===== src/rtl/pit_pkg.sv =====
// Shared constants for the periodic interval timer: register offsets
// and bit positions of the mode fields. Assumes 32-bit registers.
package pit_pkg;
    localparam int REG_W   = 32;
    localparam int EN_BIT  = 24;
    localparam int IEN_BIT = 25;
    localparam logic [3:0] OFS_MODE = 4'h0;
    localparam logic [3:0] OFS_STAT = 4'h4;
    localparam logic [3:0] OFS_VAL  = 4'h8;
    localparam logic [3:0] OFS_IMG  = 4'hC;
endpackage


===== src/rtl/pit_mode_reg.sv =====
// Mode register: stores the period value and the two enable bits.
// Assumes the caller has already decoded the write strobe to this offset.
module pit_mode_reg #(
    parameter int CNT_W = 20
) (
    input  logic             clk,
    input  logic             rst_n,
    input  logic             wr_mode,
    input  logic [CNT_W-1:0] wr_period,
    input  logic             wr_en,
    input  logic             wr_ien,
    output logic [CNT_W-1:0] period,
    output logic             en,
    output logic             ien
);
    // Capture the mode fields on a decoded write.
    always_ff @(posedge clk) begin
        if (!rst_n) begin
            period <= '0;
            en     <= 1'b0;
            ien    <= 1'b0;
        end else if (wr_mode) begin
            period <= wr_period;
            en     <= wr_en;
            ien    <= wr_ien;
        end
    end
endmodule


===== src/rtl/pit_interval_ctr.sv =====
// Interval counter: steps on each tick while enabled, or while a run-on
// after disable is still under way. Wraps to zero at or above the period.
// Assumes the period may change at any time; a counter above the new
// period wraps on its next tick.
module pit_interval_ctr #(
    parameter int CNT_W = 20
) (
    input  logic             clk,
    input  logic             rst_n,
    input  logic             tick,
    input  logic             en,
    input  logic [CNT_W-1:0] period,
    output logic [CNT_W-1:0] cnt,
    output logic             wrap
);
    logic active;
    logic at_limit;

    // Keep running while enabled, or until the interval in flight completes.
    assign active   = en || (cnt != '0);
    assign at_limit = (cnt >= period);
    assign wrap     = tick && active && at_limit;

    // Advance or wrap the counter on a tick.
    always_ff @(posedge clk) begin
        if (!rst_n)
            cnt <= '0;
        else if (tick && active)
            cnt <= at_limit ? '0 : cnt + 1'b1;
    end

    AST_IDLE_REST: assert property (@(posedge clk) disable iff (!rst_n)
        (!en && cnt == '0) |=> (cnt == '0));
    AST_HOLD_NO_TICK: assert property (@(posedge clk) disable iff (!rst_n)
        !tick |=> $stable(cnt));
endmodule


===== src/rtl/pit_period_acct.sv =====
// Period accounting: holds the status flag and the saturating count of
// completed periods. A wrap takes priority over a clearing read.
module pit_period_acct #(
    parameter int PCNT_W = 12
) (
    input  logic              clk,
    input  logic              rst_n,
    input  logic              wrap,
    input  logic              clr,
    output logic              flag,
    output logic [PCNT_W-1:0] pcnt
);
    localparam logic [PCNT_W-1:0] PCNT_MAX = '1;

    // Record wraps and apply acknowledge-by-read.
    always_ff @(posedge clk) begin
        if (!rst_n) begin
            flag <= 1'b0;
            pcnt <= '0;
        end else if (wrap) begin
            flag <= 1'b1;
            if (clr)
                pcnt <= PCNT_W'(1);
            else if (pcnt != PCNT_MAX)
                pcnt <= pcnt + 1'b1;
        end else if (clr) begin
            flag <= 1'b0;
            pcnt <= '0;
        end
    end

    AST_WRAP_SETS: assert property (@(posedge clk) disable iff (!rst_n)
        wrap |=> flag);
    AST_NO_OVERFLOW: assert property (@(posedge clk) disable iff (!rst_n)
        (pcnt == PCNT_MAX && !clr) |=> (pcnt == PCNT_MAX));
    AST_CLEAR_READ: assert property (@(posedge clk) disable iff (!rst_n)
        (clr && !wrap) |=> (!flag && pcnt == '0));
    AST_RACE_WRAP: assert property (@(posedge clk) disable iff (!rst_n)
        (clr && wrap) |=> (flag && pcnt == PCNT_W'(1)));
endmodule


===== src/rtl/pit_timer.sv =====
// Periodic interval timer top: decodes the low four address bits,
// wires the mode register, interval counter and period accounting,
// and muxes read data. Assumes single-cycle strobes that never overlap.
module pit_timer
    import pit_pkg::*;
#(
    parameter int ADDR_W = 8,
    parameter int CNT_W  = 20,
    parameter int PCNT_W = 12
) (
    input  logic              clk,
    input  logic              rst_n,
    input  logic              tick_en,
    input  logic              bus_rd,
    input  logic              bus_wr,
    input  logic [ADDR_W-1:0] bus_addr,
    input  logic [REG_W-1:0]  bus_wdata,
    output logic [REG_W-1:0]  bus_rdata,
    output logic              irq
);
    localparam int VAL_W = CNT_W + PCNT_W;

    logic [3:0]        ofs;
    logic              wr_mode;
    logic              clr;
    logic [CNT_W-1:0]  period;
    logic              en;
    logic              ien;
    logic [CNT_W-1:0]  cnt;
    logic              wrap;
    logic              flag;
    logic [PCNT_W-1:0] pcnt;
    logic [VAL_W-1:0]  val_word;

    // Decode only the low four address bits.
    assign ofs     = bus_addr[3:0];
    assign wr_mode = bus_wr && (ofs == OFS_MODE);
    assign clr     = bus_rd && (ofs == OFS_VAL);

    pit_mode_reg #(.CNT_W(CNT_W)) mode_i (
        .clk(clk), .rst_n(rst_n), .wr_mode(wr_mode),
        .wr_period(bus_wdata[CNT_W-1:0]), .wr_en(bus_wdata[EN_BIT]),
        .wr_ien(bus_wdata[IEN_BIT]),
        .period(period), .en(en), .ien(ien)
    );

    pit_interval_ctr #(.CNT_W(CNT_W)) ctr_i (
        .clk(clk), .rst_n(rst_n), .tick(tick_en), .en(en),
        .period(period), .cnt(cnt), .wrap(wrap)
    );

    pit_period_acct #(.PCNT_W(PCNT_W)) acct_i (
        .clk(clk), .rst_n(rst_n), .wrap(wrap), .clr(clr),
        .flag(flag), .pcnt(pcnt)
    );

    // Gate the status flag with the interrupt enable.
    assign irq      = flag & ien;
    assign val_word = {pcnt, cnt};

    // Select read data from current state; unmapped offsets read zero.
    always_comb begin
        bus_rdata = '0;
        unique case (ofs)
            OFS_MODE: begin
                bus_rdata[CNT_W-1:0] = period;
                bus_rdata[EN_BIT]    = en;
                bus_rdata[IEN_BIT]   = ien;
            end
            OFS_STAT: bus_rdata[0] = flag;
            OFS_VAL,
            OFS_IMG:  bus_rdata = REG_W'(val_word);
            default:  bus_rdata = '0;
        endcase
    end

    AST_IMAGE_QUIET: assert property (@(posedge clk) disable iff (!rst_n)
        (bus_rd && ofs == OFS_IMG && !wrap) |=> ($stable(flag) && $stable(pcnt)));
    AST_ACK_DROPS_IRQ: assert property (@(posedge clk) disable iff (!rst_n)
        (clr && !wrap) |=> !irq);
endmodule


===== config.mk =====
export PLATFORM = sky130hd
export DESIGN_NAME = pit_timer
export DESIGN_NICKNAME = d
export VERILOG_FILES = /design/src/rtl/pit_pkg.sv /design/src/rtl/pit_mode_reg.sv /design/src/rtl/pit_interval_ctr.sv /design/src/rtl/pit_period_acct.sv /design/src/rtl/pit_timer.sv
export SDC_FILE = /design/constraint.sdc
export NUM_CORES = 1
export LEC_CHECK = 0
export ABC_AREA = 0
export BUFFER_PORTS_ARGS = -buffer_cell sky130_fd_sc_hd__buf_2
export CAP_MARGIN = 10
export CORE_MARGIN = 2
export CORE_UTILIZATION = 40
export CTS_BUF_LIST = sky130_fd_sc_hd__clkbuf_8
export DETAILED_ROUTE_END_ITERATION = 10
export GPL_TIMING_DRIVEN = 0
export SKIP_CTS_REPAIR_TIMING = 1
export SLEW_MARGIN = 25
export SYNTH_ARGS = -nofsm -noshare
export SYNTH_HDL_FRONTEND = slang
export SYNTH_SLANG_ARGS = --single-unit

===== constraint.sdc =====
create_clock -name clk -period 7.4 [get_ports clk]
set_input_delay 2.22 -clock clk [delete_from_list [all_inputs] [get_ports clk]]
set_output_delay 2.22 -clock clk [all_outputs]
set_load 0.02 [all_outputs]

==> key figures <==
Outcome
  – Outcome: finished, final reports clean

Route
  – Avg WL per Cell: 13.71 µm
  – Antenna Violating Nets Remaining: 0
  – Via Count: between 2000 and 3000
  – TritonRoute pass-1 iters: 4
  – DR iter-0 viols: about 120
  – Total Wirelength: 7790 µm
  – Number of vias per cell: 5.120
  – # DRC: 0

Die
  – Rows: 32
  – Initial Util: 0.4119
  – I/O pin total: 78
  – Die height: 93.21 µm
  – Core area: 7727 µm²
  – Chip Width: just over 90 µm
  – Die area: 8687 µm²

Synth
  – Count of cell types in the netlist: 47
  – Average size of a mapped cell: approximately 8 µm²
  – Register area share after synthesis: 0.3459
  – Net Count, Synth: approximately 460
  – Proportion of netlist area held by the largest area contributor: 0.3459
  – Fraction of registers with async set/reset: 0
  – Mapped Area: roughly 3200 µm²
  – Synth area leaders: dfxtp_1 (35%), ha_1 (9.0%), nand2_1 (8.4%)
  – Synthesized netlist cell count: 396
  – Flops & latches, synth: 55
  – Number of flops mapped to enable cells by yosys: 0
  – Synth area leader: dfxtp_1
  – Ys flop type: dfxtp_1
  – Synthesis Warnings: 0

GRT
  – Met1 usage: 0.2617
  – GRT Util Overall: 0.1913
  – Grt met3 use: 0.02659
  – Vias in the first global route: 2731
  – First-pass GRT wire length: roughly 13000 µm
  – Largest net degree at the start of global routing: 17
  – Met2 Usage GRT: 0.3116
  – Initial antenna violation count: 0
  – Total gr overflow: 0
  – Most Crowded Layer GR: met2

Timing
  – Final period utilization: 0.8331
  – Final hold viol count: 0
  – Setup TNS: 0 ns
  – Layout Skew: 0.006759 ns
  – Fmax: 0.1622 GHz
  – RSZ-0062 raised after global routing: no
  – Least-Margin Pin Slew: about 0.7 ns
  – Final setup violation count: 0
  – Max-slew violations: 0
  – Post-layout min period: 6.165 ns
  – Relative slew slack: 0.5433

CTS
  – Root buf cell: clkbuf_8
  – Worst-Skew Late Latency: 0.31 ns
  – CTS Sinks: 55
  – H-tree lvl count: 2
  – Cts bufs inserted: 5
  – Longest Clk Path Bufs: 2
  – CTS tree: done
  – Clk pin slew, worst setup/hold paths: around 0.10 ns

Setup path
  – CP endpoint kind: primary output
  – Delay-heaviest family, CP: buffers and inverters
  – CP Launch Type: primary input
  – CP max FO: 10
  – Most frequent CP cell: buf_2
  – Critical path, cell by cell: buf_2 -> nor4_2 -> clkbuf_1 -> a22o_1 -> buf_2
  – Buf/Inv on CP: 3
  – Critical Path AT: between 3 and 4 ns
  – Crit path from: bus_addr[3]
  – CP Class: primary input to primary output
  – Critical Path RT: 5.18 ns
  – Worst r2r src: ctr_i.cnt[0]
  – Slowest cell on crit path: nor4_2
  – CP max stage delay: between 0.5 and 0.6 ns
  – Reg2reg setup slack: between 4 and 5 ns

Place
  – Placed Area: ~3600 µm²
  – DP HPWL: 6105 µm
  – Buffers added on ports: 62
  – RD Place Congestion: 0.8531

Cells and area
  – Fin nets: 533
  – FILL cells: 815
  – Fin area: 3760 µm²
  – Share of layout cells above drive strength 1: 0.1760
  – Synth-to-Final Area Change: 18.12%
  – N_diodes: 0

Power and ir drop
  – Max VDD drop: 92.57 µV
  – Int Pwr: 0.4458 mW
  – P per Cell Area: 151.8 nW/µm²
  – Switching power total: 0.1248 mW
  – Sw frac: 0.2188
  – Comb power frac: 0.065
  – Reg power frac: 0.524
  – Clock share of power: 0.411
  – Leak: 1.532 nW

Hold path
  – Min-delay worst type: flip-flop to flip-flop
  – Worst min-delay path startpoint: acct_i.pcnt[10]

Job
  – Max Cap Violations: 0
cells by family after synthesis:
logic type	Yosys count	share of synthesized area
xor+xnor	22	0.06053
buf+inv	42	0.05149
compound gates	80	0.1875
simple gates	172	0.2579
flops	55	0.3459
fa+ha+maj	23	0.09041
mux	2	0.006290
path summary, 6_finish.rpt:
check               endpoint  depth (start not counted)
max             bus_rdata[1]                          5
min          acct_i.pcnt[10]                          1
min reg2reg  acct_i.pcnt[10]                          1
max reg2reg     ctr_i.cnt[4]                         11
stage by stage:
step | hold slack (ns) | worst slack (ns) | utilization | power [mW] | std cells
6_report | 0.4824 | 1.235 | 0.4866 | 0.5707 | 568
5_1_grt | 0.5106 | 1.154 | 0.4866 | 0.5932 | 568
2_1_floorplan | 0.4310 | 1.777 | - | 0.3259 | 396
3_5_place_dp | 0.4661 | 0.9911 | 0.4686 | 0.3435 | 560
3_3_place_gp | 0.4642 | 0.9798 | 0.4686 | 0.3427 | 560
4_1_cts | 0.4865 | 1.001 | 0.4858 | 0.5758 | 568
registers in the layout, indices dropped and copies added (netlist names):
name / flops
ctr_i.cnt: 20
mode_i.period: 20
acct_i.pcnt: 12
acct_i.flag: 1
mode_i.en: 1
mode_i.ien: 1
layout make-up:
class	count	area (µm²)	share of cell area
Timing Repair Buffer	62	310.3	0.08253
Buffer	18	73.82	0.01963
Sequential cell	55	1101	0.2928
Clock buffer	5	68.82	0.01830
Clock inverter	3	63.81	0.01697
Inverter	24	90.09	0.02396
Multi-Input combinational cell	299	1924	0.5118
Tap cell	102	127.6	0.03394
routing by layer:
| metal | part of all wire | vias up |
|---|---|---|
| met1 | 0.48 | 1330 |
| met2 | 0.47 | 52 |
| met5 | 0 | - |
| met4 | 0.018 | 0 |
| li1 | - | 1515 |
| met3 | 0.037 | 11 |
Yosys cell counts, types with 2 or more instances:
library cell / n
a22o_1: 21
dfxtp_1: 55
nor3_1: 3
nand2b_1: 2
o21ai_0: 6
nor2_1: 35
and4_1: 2
xnor2_1: 5
nor4_1: 6
inv_1: 24
nand4_1: 7
nand2_1: 71
buf_2: 5
nand3_1: 11
a21boi_0: 24
o211ai_1: 2
and2_1: 14
nand3b_1: 2
clkbuf_1: 13
and3_1: 8
a2111oi_0: 2
a21oi_1: 12
a211oi_1: 3
mux2i_1: 2
xor2_1: 17
ha_1: 23
worst reg2reg max path, delay by kind of cell, from the launching register on:
kind	cells	cell delay, ns
AO/OA/AOI/OAI	2	0.78
flip-flops	1	0.40
AND/OR/NAND/NOR	5	0.72
buffers and inverters	3	0.52
adder cells (fa/ha/maj)	1	0.29
placed cells by master, fill, tap and decap left out, types with 2 or more instances in the layout:
| master | Yosys | routed |
|---|---|---|
| nor3_1 | 3 | 3 |
| xnor2_1 | 5 | 5 |
| nor4_2 | 1 | 2 |
| nand4_1 | 7 | 7 |
| buf_2 | 5 | 67 |
| and2_1 | 14 | 14 |
| nor2_1 | 35 | 35 |
| a2111oi_0 | 2 | 2 |
| a21oi_1 | 12 | 12 |
| clkbuf_1 | 13 | 13 |
| nand3_1 | 11 | 11 |
| nand2_1 | 71 | 71 |
| nand2b_1 | 2 | 2 |
| a211oi_1 | 3 | 3 |
| nor4_1 | 6 | 5 |
| and4_1 | 2 | 2 |
| inv_1 | 24 | 25 |
| o211ai_1 | 2 | 2 |
| a22o_1 | 21 | 21 |
| and3_1 | 8 | 8 |
| bufinv_16 | 0 | 2 |
| o21ai_0 | 6 | 6 |
| xor2_1 | 17 | 17 |
| ha_1 | 23 | 23 |
| dfxtp_1 | 55 | 55 |
| a21boi_0 | 24 | 24 |
| mux2i_1 | 2 | 2 |
| clkbuf_8 | 0 | 5 |
| nand3b_1 | 2 | 2 |
power groups by stage:
stage / clock network [mW] / logic [mW] / registers (mW)
5_1_grt: 0.252 / 0.0416 / 0.300
2_1_floorplan: 0 / 0.0203 / 0.306
6_report: 0.234 / 0.0370 / 0.299
3_5_place_dp: 0 / 0.0373 / 0.306
3_3_place_gp: 0 / 0.0366 / 0.306
4_1_cts: 0.239 / 0.0373 / 0.299
Power figures use the tool's default switching activity.
